`src/rtl/dram_addr_pkg.sv`:
```
package dram_addr_pkg;
    typedef enum logic [1:0] {
        OP_PAGE   = 2'd0,
        OP_COL    = 2'd1,
        OP_MIRROR = 2'd2,
        OP_NOP    = 2'd3
    } cmd_op_e;
endpackage

```
`src/rtl/dram_col_ctr.sv`:
```
module dram_col_ctr #(
    parameter int COL_W    = 8,
    parameter int NUM_COLS = 132
) (
    input  logic             clk,
    input  logic             rst_n,
    input  logic             load,
    input  logic [COL_W-1:0] load_val,
    input  logic             step,
    output logic [COL_W-1:0] col,
    output logic             locked
);
    localparam logic [COL_W-1:0] END_COL = COL_W'(NUM_COLS);

    typedef struct packed {
        logic [COL_W-1:0] col;
    } ctr_t;

    ctr_t st_d, st_q;

    always_comb begin
        st_d = st_q;
        if (load) begin
            st_d.col = load_val;
        end else if (step && (st_q.col < END_COL)) begin
            st_d.col = st_q.col + COL_W'(1);
        end
    end

    always_ff @(posedge clk) begin
        if (!rst_n) st_q <= '0;
        else        st_q <= st_d;
    end

    assign col    = st_q.col;
    assign locked = (st_q.col >= END_COL);
endmodule

```
`src/rtl/dram_page_reg.sv`:
```
module dram_page_reg #(
    parameter int CMD_W     = 8,
    parameter int PAGE_W    = 4,
    parameter int NUM_PAGES = 9
) (
    input  logic              clk,
    input  logic              rst_n,
    input  logic              load,
    input  logic [CMD_W-1:0]  load_val,
    output logic [PAGE_W-1:0] page
);
    localparam logic [CMD_W-1:0] LAST_PAGE = CMD_W'(NUM_PAGES - 1);

    typedef struct packed {
        logic [PAGE_W-1:0] page;
    } pg_t;

    pg_t st_d, st_q;

    always_comb begin
        st_d = st_q;
        if (load && (load_val <= LAST_PAGE)) begin
            st_d.page = load_val[PAGE_W-1:0];
        end
    end

    always_ff @(posedge clk) begin
        if (!rst_n) st_q <= '0;
        else        st_q <= st_d;
    end

    assign page = st_q.page;
endmodule

```
`src/rtl/dram_col_map.sv`:
```
module dram_col_map #(
    parameter int COL_W    = 8,
    parameter int NUM_COLS = 132
) (
    input  logic             mirror,
    input  logic [COL_W-1:0] logical,
    output logic [COL_W-1:0] physical
);
    localparam logic [COL_W-1:0] LAST_COL = COL_W'(NUM_COLS - 1);

    always_comb begin
        if (mirror) physical = LAST_COL - logical;
        else        physical = logical;
    end
endmodule

```
`src/rtl/dram_addr_gen.sv`:
```
module dram_addr_gen
    import dram_addr_pkg::*;
#(
    parameter int COL_W     = 8,
    parameter int NUM_COLS  = 132,
    parameter int PAGE_W    = 4,
    parameter int NUM_PAGES = 9,
    parameter int DATA_W    = 8
) (
    input  logic              clk,
    input  logic              rst_n,
    input  logic              cmd_valid,
    input  logic [1:0]        cmd_op,
    input  logic [COL_W-1:0]  cmd_data,
    input  logic              acc_valid,
    input  logic              acc_write,
    input  logic [DATA_W-1:0] acc_wdata,
    output logic              ram_req,
    output logic              ram_we,
    output logic [PAGE_W-1:0] ram_page,
    output logic [COL_W-1:0]  ram_col,
    output logic [DATA_W-1:0] ram_wdata,
    output logic [COL_W-1:0]  cur_col,
    output logic [PAGE_W-1:0] cur_page,
    output logic              mirror_on
);
    localparam logic [PAGE_W-1:0] ICON_PAGE = PAGE_W'(NUM_PAGES - 1);
    localparam logic [DATA_W-1:0] ICON_MASK = DATA_W'(1);

    typedef struct packed {
        logic              mirror;
        logic              req;
        logic              we;
        logic [PAGE_W-1:0] page;
        logic [COL_W-1:0]  col;
        logic [DATA_W-1:0] wdata;
    } top_t;

    top_t st_d, st_q;

    cmd_op_e          op;
    logic             col_load, page_load, mir_load;
    logic             locked, acc_ok;
    logic [COL_W-1:0] col_now, col_phys;
    logic [PAGE_W-1:0] page_now;

    assign op        = cmd_op_e'(cmd_op);
    assign col_load  = cmd_valid && (op == OP_COL);
    assign page_load = cmd_valid && (op == OP_PAGE);
    assign mir_load  = cmd_valid && (op == OP_MIRROR);
    assign acc_ok    = acc_valid && !locked;

    dram_col_ctr #(.COL_W(COL_W), .NUM_COLS(NUM_COLS)) i_col (
        .clk(clk), .rst_n(rst_n), .load(col_load), .load_val(cmd_data),
        .step(acc_ok), .col(col_now), .locked(locked)
    );

    dram_page_reg #(.CMD_W(COL_W), .PAGE_W(PAGE_W), .NUM_PAGES(NUM_PAGES)) i_page (
        .clk(clk), .rst_n(rst_n), .load(page_load), .load_val(cmd_data),
        .page(page_now)
    );

    dram_col_map #(.COL_W(COL_W), .NUM_COLS(NUM_COLS)) i_map (
        .mirror(st_q.mirror), .logical(col_now), .physical(col_phys)
    );

    always_comb begin
        st_d       = st_q;
        st_d.req   = acc_ok;
        st_d.we    = acc_ok && acc_write;
        st_d.page  = page_now;
        st_d.col   = col_phys;
        st_d.wdata = '0;
        if (acc_ok && acc_write) begin
            if (page_now == ICON_PAGE) st_d.wdata = acc_wdata & ICON_MASK;
            else                       st_d.wdata = acc_wdata;
        end
        if (mir_load) st_d.mirror = cmd_data[0];
    end

    always_ff @(posedge clk) begin
        if (!rst_n) st_q <= '0;
        else        st_q <= st_d;
    end

    assign ram_req   = st_q.req;
    assign ram_we    = st_q.we;
    assign ram_page  = st_q.page;
    assign ram_col   = st_q.col;
    assign ram_wdata = st_q.wdata;
    assign cur_col   = col_now;
    assign cur_page  = page_now;
    assign mirror_on = st_q.mirror;
endmodule

```
`config.mk`:
```
export PLATFORM = sky130hd
export DESIGN_NAME = dram_addr_gen
export DESIGN_NICKNAME = d
export VERILOG_FILES = /design/src/rtl/dram_addr_pkg.sv /design/src/rtl/dram_col_ctr.sv /design/src/rtl/dram_page_reg.sv /design/src/rtl/dram_col_map.sv /design/src/rtl/dram_addr_gen.sv
export SDC_FILE = /design/constraint.sdc
export NUM_CORES = 1
export LEC_CHECK = 0
export BUFFER_PORTS_ARGS = -buffer_cell sky130_fd_sc_hd__buf_4
export CAP_MARGIN = 10
export CORE_MARGIN = 2
export CORE_UTILIZATION = 47
export DETAILED_ROUTE_END_ITERATION = 6
export GPL_TIMING_DRIVEN = 0
export PLACE_DENSITY_LB_ADDON = 0.1
export SYNTH_ARGS = -nofsm -noshare
export SYNTH_HDL_FRONTEND = slang
export SYNTH_SLANG_ARGS = --single-unit
```
`constraint.sdc`:
```
create_clock -name clk -period 2 [get_ports clk]
set_clock_uncertainty 0.15 [all_clocks]
set_input_delay 0.1 -clock clk [delete_from_list [all_inputs] [get_ports clk]]
set_output_delay 0.1 -clock clk [all_outputs]
set_load 0.01 [all_outputs]
```
==> results of run 1 <==
-- power by group through the flow --
stage	clock [mW]	combinational, mW	sequential (mW)
6_report	0.376	0.307	0.759
5_1_grt	0.422	0.333	0.764
4_1_cts	0.385	0.275	0.760
3_5_place_dp	0	0.244	0.776
3_3_place_gp	0	0.237	0.775
2_1_floorplan	0	0.114	0.784
-- cell usage in the layout (no fill, tap or decap), types with 2 or more instances in the layout --
cell           instances
o21ai_0               10
nor2_1                19
mux2i_1                7
clkbuf_1               5
inv_1                  6
nand2_1                6
a31oi_1                4
nor3_1                 2
ha_1                   4
dfxtp_2                2
clkbuf_4               5
buf_6                  2
a21oi_1                2
or3_1                  4
xor2_1                 2
xnor2_1                5
dfxtp_4                2
nor2b_1                3
nand3_1                2
nand4_1                3
dlygate4sd3_1         20
nor4b_1                2
buf_4                 71
dfxtp_1               31
and2_1                12
-- layout make-up --
| class | count | area (um2) |
|---|---|---|
| plain buffers | 12 | 82.6 |
| multi-input cells | 99 | 686 |
| well taps | 44 | 55.1 |
| clock inverters | 2 | 12.5 |
| inverters | 7 | 26.3 |
| fillers | 214 | 726 |
| repair buffers | 85 | 688 |
| clock buffers | 6 | 41.3 |
| flip-flops and latches | 35 | 711 |
-- registers in the layout, summed over array words and instances (netlist names) --
| name | cells |
|---|---|
| i_col.col | 8 |
| i_page.page | 4 |
| mirror_on | 1 |
| ram_col | 8 |
| ram_page | 4 |
| ram_req | 1 |
| ram_wdata | 8 |
| ram_we | 1 |
-- repair_timing --
item | in CTS | in global routing
pin swaps | 0 | 4
hold buffers | 20 | 0
gates resized for setup | 1 | 9
buffers inserted | 0 | 8
hold endpoints to repair | 24 | 0
setup endpoints to repair | 1 | 14
cloned | 0 | 0
-- routing by layer --
metal  share of wire [%]  routed length [um]  track usage (%)
met2                  51                2000             39.6
met5                   0                   0                0
met1                  41                1590             27.7
met3                 7.0                 272             4.98
met4                0.87                  34             7.62
-- cell families after synthesis --
group,after synthesis
buffers and inverters,19
multiplexers,7
adder cells (fa/ha/maj),5
AO/OA/AOI/OAI,21
XOR/XNOR,7
AND/OR/NAND/NOR,59
flip-flops,35
-- critical path: cells and delay by family (launching register included) --
kind / cells / cell delay [ps]
and+or+nand+nor: 2 / 780
DFF: 1 / 370
AOI/OAI and AO/OA: 2 / 280
adders and majority gates: 1 / 140
buffers and inverters: 1 / 100
-- path summary, 6_finish.rpt --
check / start / to / slack [ps] / cells past startpoint
worst max-delay path: i_col.col[3] / i_col.col[0] / 90 / 6
worst min-delay path: cmd_op[0] / mirror_on / 20 / 5
worst max register to register: i_col.col[3] / i_col.col[0] / 90 / 6
worst min register to register: i_page.page[3] / ram_page[3] / 360 / 1
==> flow_summary_export.csv, run 1 <==
group,metric,value,unit
status,outcome,"finished, final reports clean",
synthesis,yosys.cell_types.count,32,
worst_setup_path,slowest_delay,550,ps
worst_setup_path,path_cells,"inv_1 -> ha_4 -> nor3b_4 -> a41oi_4 -> or4b_1 -> o211ai_1",
layout,instances_no_fill,290,
sta,setup_viol,0,
synthesis,synth_compound_area_share,9.75,%
detailed_routing,antenna_left,0,
clock_tree,htree_levels,2,
sta,whs,21.4,ps
power,powerDensity,626,nW/um2
synthesis,syn-num-nets,181,
grt,grt_pass1_vias,1265,
floorplanning,coreArea,3030,um2
grt,grt_util_all_layers,22.8,%
run,cap_violations,0,
power,p_leak,1.05,nW
sta,fin_setup_tns,0,ps
sta,maxSlewViolCount,0,
detailed_routing,drcViolationCount,0,
synthesis,syn_area_per_cell,9.65,um2
layout,design_area,2300,um2
worst_setup_path,cp-start-kind,"flop",
synthesis,synthArstFlopShare,0,%
clock_tree,clk_pin_slew,110,ps
sta,slew_headroom,57.3,%
layout,antenna_cells,0,
grt,antenna_found_initial,0,
clock_tree,cts_buffers,5,
worst_setup_path,worstPathArrival,2020,ps
sta,rsz0062_at_grt,"no",
power,vdd_drop_max,0.493,mV
floorplanning,start_util,48.8,%
placement,gp_congestion,0.821,
sta,post-route-period-util,95.5,%
synthesis,synthCells,153,
synthesis,synthAdderAreaFrac,4.24,%
sta,hold_violations,0,
power,p_sw,0.402,mW
synthesis,synth.area.top_cells,"dfxtp_1 (47%), and2_1 (5.1%), nor2_1 (4.8%)",
clock_tree,cts_tree,"done",
synthesis,synth_xor_area_share,4.15,%
detailed_routing,routed_wl,3900,um
clock_tree,root_buffer,"clkbuf_4",
detailed_routing,avgRoutedWirePerCell,13.4,um
worst_setup_path,crit_type,"flop to flop",
floorplanning,die_w,60.0,um
placement,dp_hpwl,2520,um
synthesis,synthTopCellsByCount,"dfxtp_1 (35), nor2_1 (19), and2_1 (12), o21ai_0 (10)",
worst_setup_path,end_kind,"flop",
worst_setup_path,critical-path-slowest-cell,"or4b_1",
floorplanning,pin_count,58,
worst_setup_path,cp_max_fo,5,
power,p_int,1.04,mW
grt,grt_pass1_wl,5930,um
power,pwr-share-comb,21.3,%
power,clock_power_share,26.1,%
clock_tree,clkLatencyLatePin,340,ps
detailed_routing,drt_iter0_drc,33,
worst_hold_path,hold_class,"input pin to flop",
detailed_routing,detailedRoute.firstPassIterationCount,4,
grt,grt_max_degree,12,
power,total_power,1.44,mW
layout,drive_gt1_share,36.2,%
placement,io_buffer_count,57,
floorplanning,fp.dieH,60.0,um
synthesis,synthSimpleGateAreaFrac,22.3,%
detailed_routing,num_vias,1405,
synthesis,synth_seq_area_share,47.5,%
layout,final_nets,273,
placement,place_inst,254,
synthesis,yosysWarnings,0,
worst_setup_path,cp.required,2110,ps
power,swShare,27.9,%
sta,setup_slack,90.4,ps
layout,syn_to_final_growth,55.9,%
floorplanning,rows,20,
synthesis,synth.most_common_cell,"dfxtp_1",
synthesis,muxShareOfSynthArea,4.75,%
synthesis,synth-seq-cells,35,
grt,grt-ovfl-total,0,
placement,placedInstanceArea,1960,um2
synthesis,yosysTopAreaCell,"dfxtp_1",
placement,place_ws,12.3,ps
power,power_frac_seq,52.7,%
synthesis,syn_area,1480,um2
sta,fmax,0.524,GHz
sta,min_period,1910,ps
synthesis,synth_top_area_share,47.5,%
clock_tree,cts_buffer_depth,2,
clock_tree,cts_sinks,35,
synthesis,synthFlopType,"dfxtp_1",
sta,worstMarginPinSlew,631,ps
synthesis,synth_top_family_by_area,"simple AND/OR/NAND/NOR gates",
detailed_routing,via_per_inst,4.84,
floorplanning,dieArea,3610,um2
synthesis,synth_edf_count,0,
layout,fin_util,76.0,%
Note: power is estimated with default switching activity, not from simulation.
==> inputs of run 2 (changes only) <==
--- a/config.mk
+++ b/config.mk
@@ -12,6 +12,7 @@
 export DETAILED_ROUTE_END_ITERATION = 6
 export GPL_TIMING_DRIVEN = 0
 export PLACE_DENSITY_LB_ADDON = 0.1
+export RECOVER_POWER = 50
 export SYNTH_ARGS = -nofsm -noshare
 export SYNTH_HDL_FRONTEND = slang
 export SYNTH_SLANG_ARGS = --single-unit
==> constraint.sdc (replaced) <==
create_clock -name clk -period 1.86 [get_ports clk]
set_clock_uncertainty 0.15 [all_clocks]
set_input_delay 0.093 -clock clk [delete_from_list [all_inputs] [get_ports clk]]
set_output_delay 0.093 -clock clk [all_outputs]
set_load 0.01 [all_outputs]
==> run 2 against run 1 <==
  * Register-to-register slack got worse by 110 ps
  * Global-route usage fell by 0.17 points
  * Utilization fell by 2.4 points
  * Critical path depth rose by 1
  * The run now ends with setup timing left
  * Hold slack improved by 110 ps
  * Clock-buffer cell count did not move
  * Critical endpoint is now i_col.col[4]
  * Largest cell class is now registers
  * Combinational power rose by 6.5%
  * Fmax rose by 1.4%
==> flow_summary_export.csv, run 2 (same netlist as run 1, synthesis figures left out) <==
group,metric,value,unit
clock_tree,htree_levels,2,
layout,design_area,2230,um2
detailed_routing,num_vias,1400,
placement,dp_hpwl,2520,um
sta,post-route-period-util,101,%
detailed_routing,detailedRoute.firstPassIterationCount,6,
detailed_routing,routed_wl,3790,um
grt,grt_max_degree,12,
floorplanning,start_util,48.8,%
detailed_routing,via_per_inst,4.81,
clock_tree,clk_pin_slew,110,ps
sta,min_period,1880,ps
sta,whs,134,ps
worst_setup_path,cp.required,1970,ps
sta,fmax,0.531,GHz
run,cap_violations,0,
clock_tree,clkLatencyLatePin,350,ps
layout,syn_to_final_growth,50.9,%
layout,fin_util,73.6,%
worst_setup_path,worstPathArrival,1990,ps
floorplanning,die_w,60.0,um
detailed_routing,antenna_left,0,
sta,hold_violations,0,
worst_setup_path,path_cells,"inv_4 -> ha_4 -> nor3b_4 -> a41oi_4 -> buf_4 -> or3_1 -> a31oi_1",
grt,grt_pass1_wl,5880,um
clock_tree,cts_tree,"done",
grt,grt_pass1_vias,1285,
detailed_routing,drcViolationCount,0,
layout,antenna_cells,0,
worst_setup_path,end_kind,"flop",
layout,regArea,716,um2
placement,io_buffer_count,57,
power,vdd_drop_max,0.431,mV
sta,rsz0062_at_grt,"yes",
layout,final_cell_mix,"buf_4 (47), dfxtp_1 (31), clkbuf_1 (30), dlygate4sd3_1 (20), nor2_1 (19)",
placement,gp_congestion,0.821,
placement,place_inst,254,
sta,worstMarginPinSlew,637,ps
worst_setup_path,cp-start-kind,"flop",
clock_tree,cts_buffers,5,
worst_hold_path,hold_class,"input pin to flop",
layout,final_common_cell,"buf_4",
clock_tree,cts_buffer_depth,2,
layout,drive_gt1_share,27.1,%
floorplanning,dieArea,3610,um2
sta,maxSlewViolCount,0,
worst_setup_path,critical-path-slowest-cell,"dfxtp_4",
sta,setup_viol,3,
layout,multi_input_area,688,um2
worst_setup_path,cp_max_fo,4,
clock_tree,root_buffer,"clkbuf_4",
floorplanning,coreArea,3030,um2
floorplanning,fp.dieH,60.0,um
layout,final_nets,274,
detailed_routing,drt_iter0_drc,27,
placement,placedInstanceArea,1960,um2
status,outcome,"finished, violations left",
power,p_leak,0.946,nW
sta,setup_slack,-22.6,ps
grt,grt-ovfl-total,0,
worst_setup_path,startpoint,"i_col.col[2]",
layout,n_fill_cell,231,
sta,slew_headroom,56.9,%
grt,grt_util_all_layers,22.6,%
floorplanning,rows,20,
worst_hold_path,hp-start,"acc_valid",
worst_setup_path,slowest_delay,380,ps
power,powerDensity,695,nW/um2
clock_tree,cts_sinks,35,
layout,instances_no_fill,291,
worst_setup_path,rr_startpoint,"i_col.col[2]",
placement,place_ws,-128,ps
detailed_routing,avgRoutedWirePerCell,13.0,um
floorplanning,pin_count,58,
worst_setup_path,crit_type,"flop to flop",
status,violations,"setup timing",
grt,antenna_found_initial,0,
## run 2: changes by cell type in the layout (fill, tap and decap cells not counted)
| cell | before | now |
|---|---|---|
| clkbuf_1 | 5 | 30 |
| buf_4 | 71 | 47 |
| dfxtp_2 | 2 | 0 |
| dfxtp_4 | 2 | 4 |
| inv_4 | 0 | 2 |
| inv_1 | 6 | 5 |
| inv_2 | 1 | 0 |
| nand2_1 | 6 | 5 |
| nand2_2 | 0 | 1 |
## run 2: per-layer routing
layer / global-route usage, % / wire (um) / vias to the layer above / part of all wire [%]
met5: 0 / 0 / - / 0
met4: 9.21 / 57 / 0 / 1.5
met3: 4.98 / 240 / 7 / 6.3
met2: 38.8 / 1910 / 62 / 50
met1: 27.2 / 1580 / 633 / 42
li1: - / - / 698 / -
## run 2: through the flow
stage	setup TNS (ps)	total power [mW]
floorplan	0	0.966
global placement	-659	1.09
detailed placement	-1140	1.10
CTS	0	1.55
global route	-310	1.63
finish	-33.7	1.55
## run 2: repair_timing
item,CTS,global route
gates resized for setup,11,5
pin swaps,2,7
hold buffers,20,0
buffers inserted,6,3
endpoints found under the hold margin,24,0
endpoints found under the setup margin,14,12
## run 2: area by class of cell
| class | count | share of cell area, % |
|---|---|---|
| plain buffers | 12 | 3.71 |
| well taps | 44 | 2.47 |
| repair buffers | 86 | 27.0 |
| multi-input cells | 99 | 30.9 |
| inverters | 7 | 1.40 |
| flip-flops and latches | 35 | 32.1 |
| clock inverters | 2 | 0.561 |
| clock buffers | 6 | 1.85 |
## run 2: power breakdown
| group | switching, mW | internal, mW |
|---|---|---|
| registers | 0.0286 | 0.787 |
| logic | 0.148 | 0.178 |
| clock network | 0.261 | 0.146 |
## run 2: final timing paths
check	to	slack, ps	cells past startpoint
worst min-delay path	i_col.col[5]	130	5
worst max-delay path	i_col.col[4]	-20	7
worst min register to register	ram_page[3]	360	1
worst max register to register	i_col.col[4]	-20	7
## run 2: worst max-delay path: cells and delay by family (launching register included)
kind,cells,cell delay (ps)
and+or+nand+nor,2,580
adders and majority gates,1,120
DFF,1,380
buffers and inverters,2,230
AOI/OAI and AO/OA,2,350
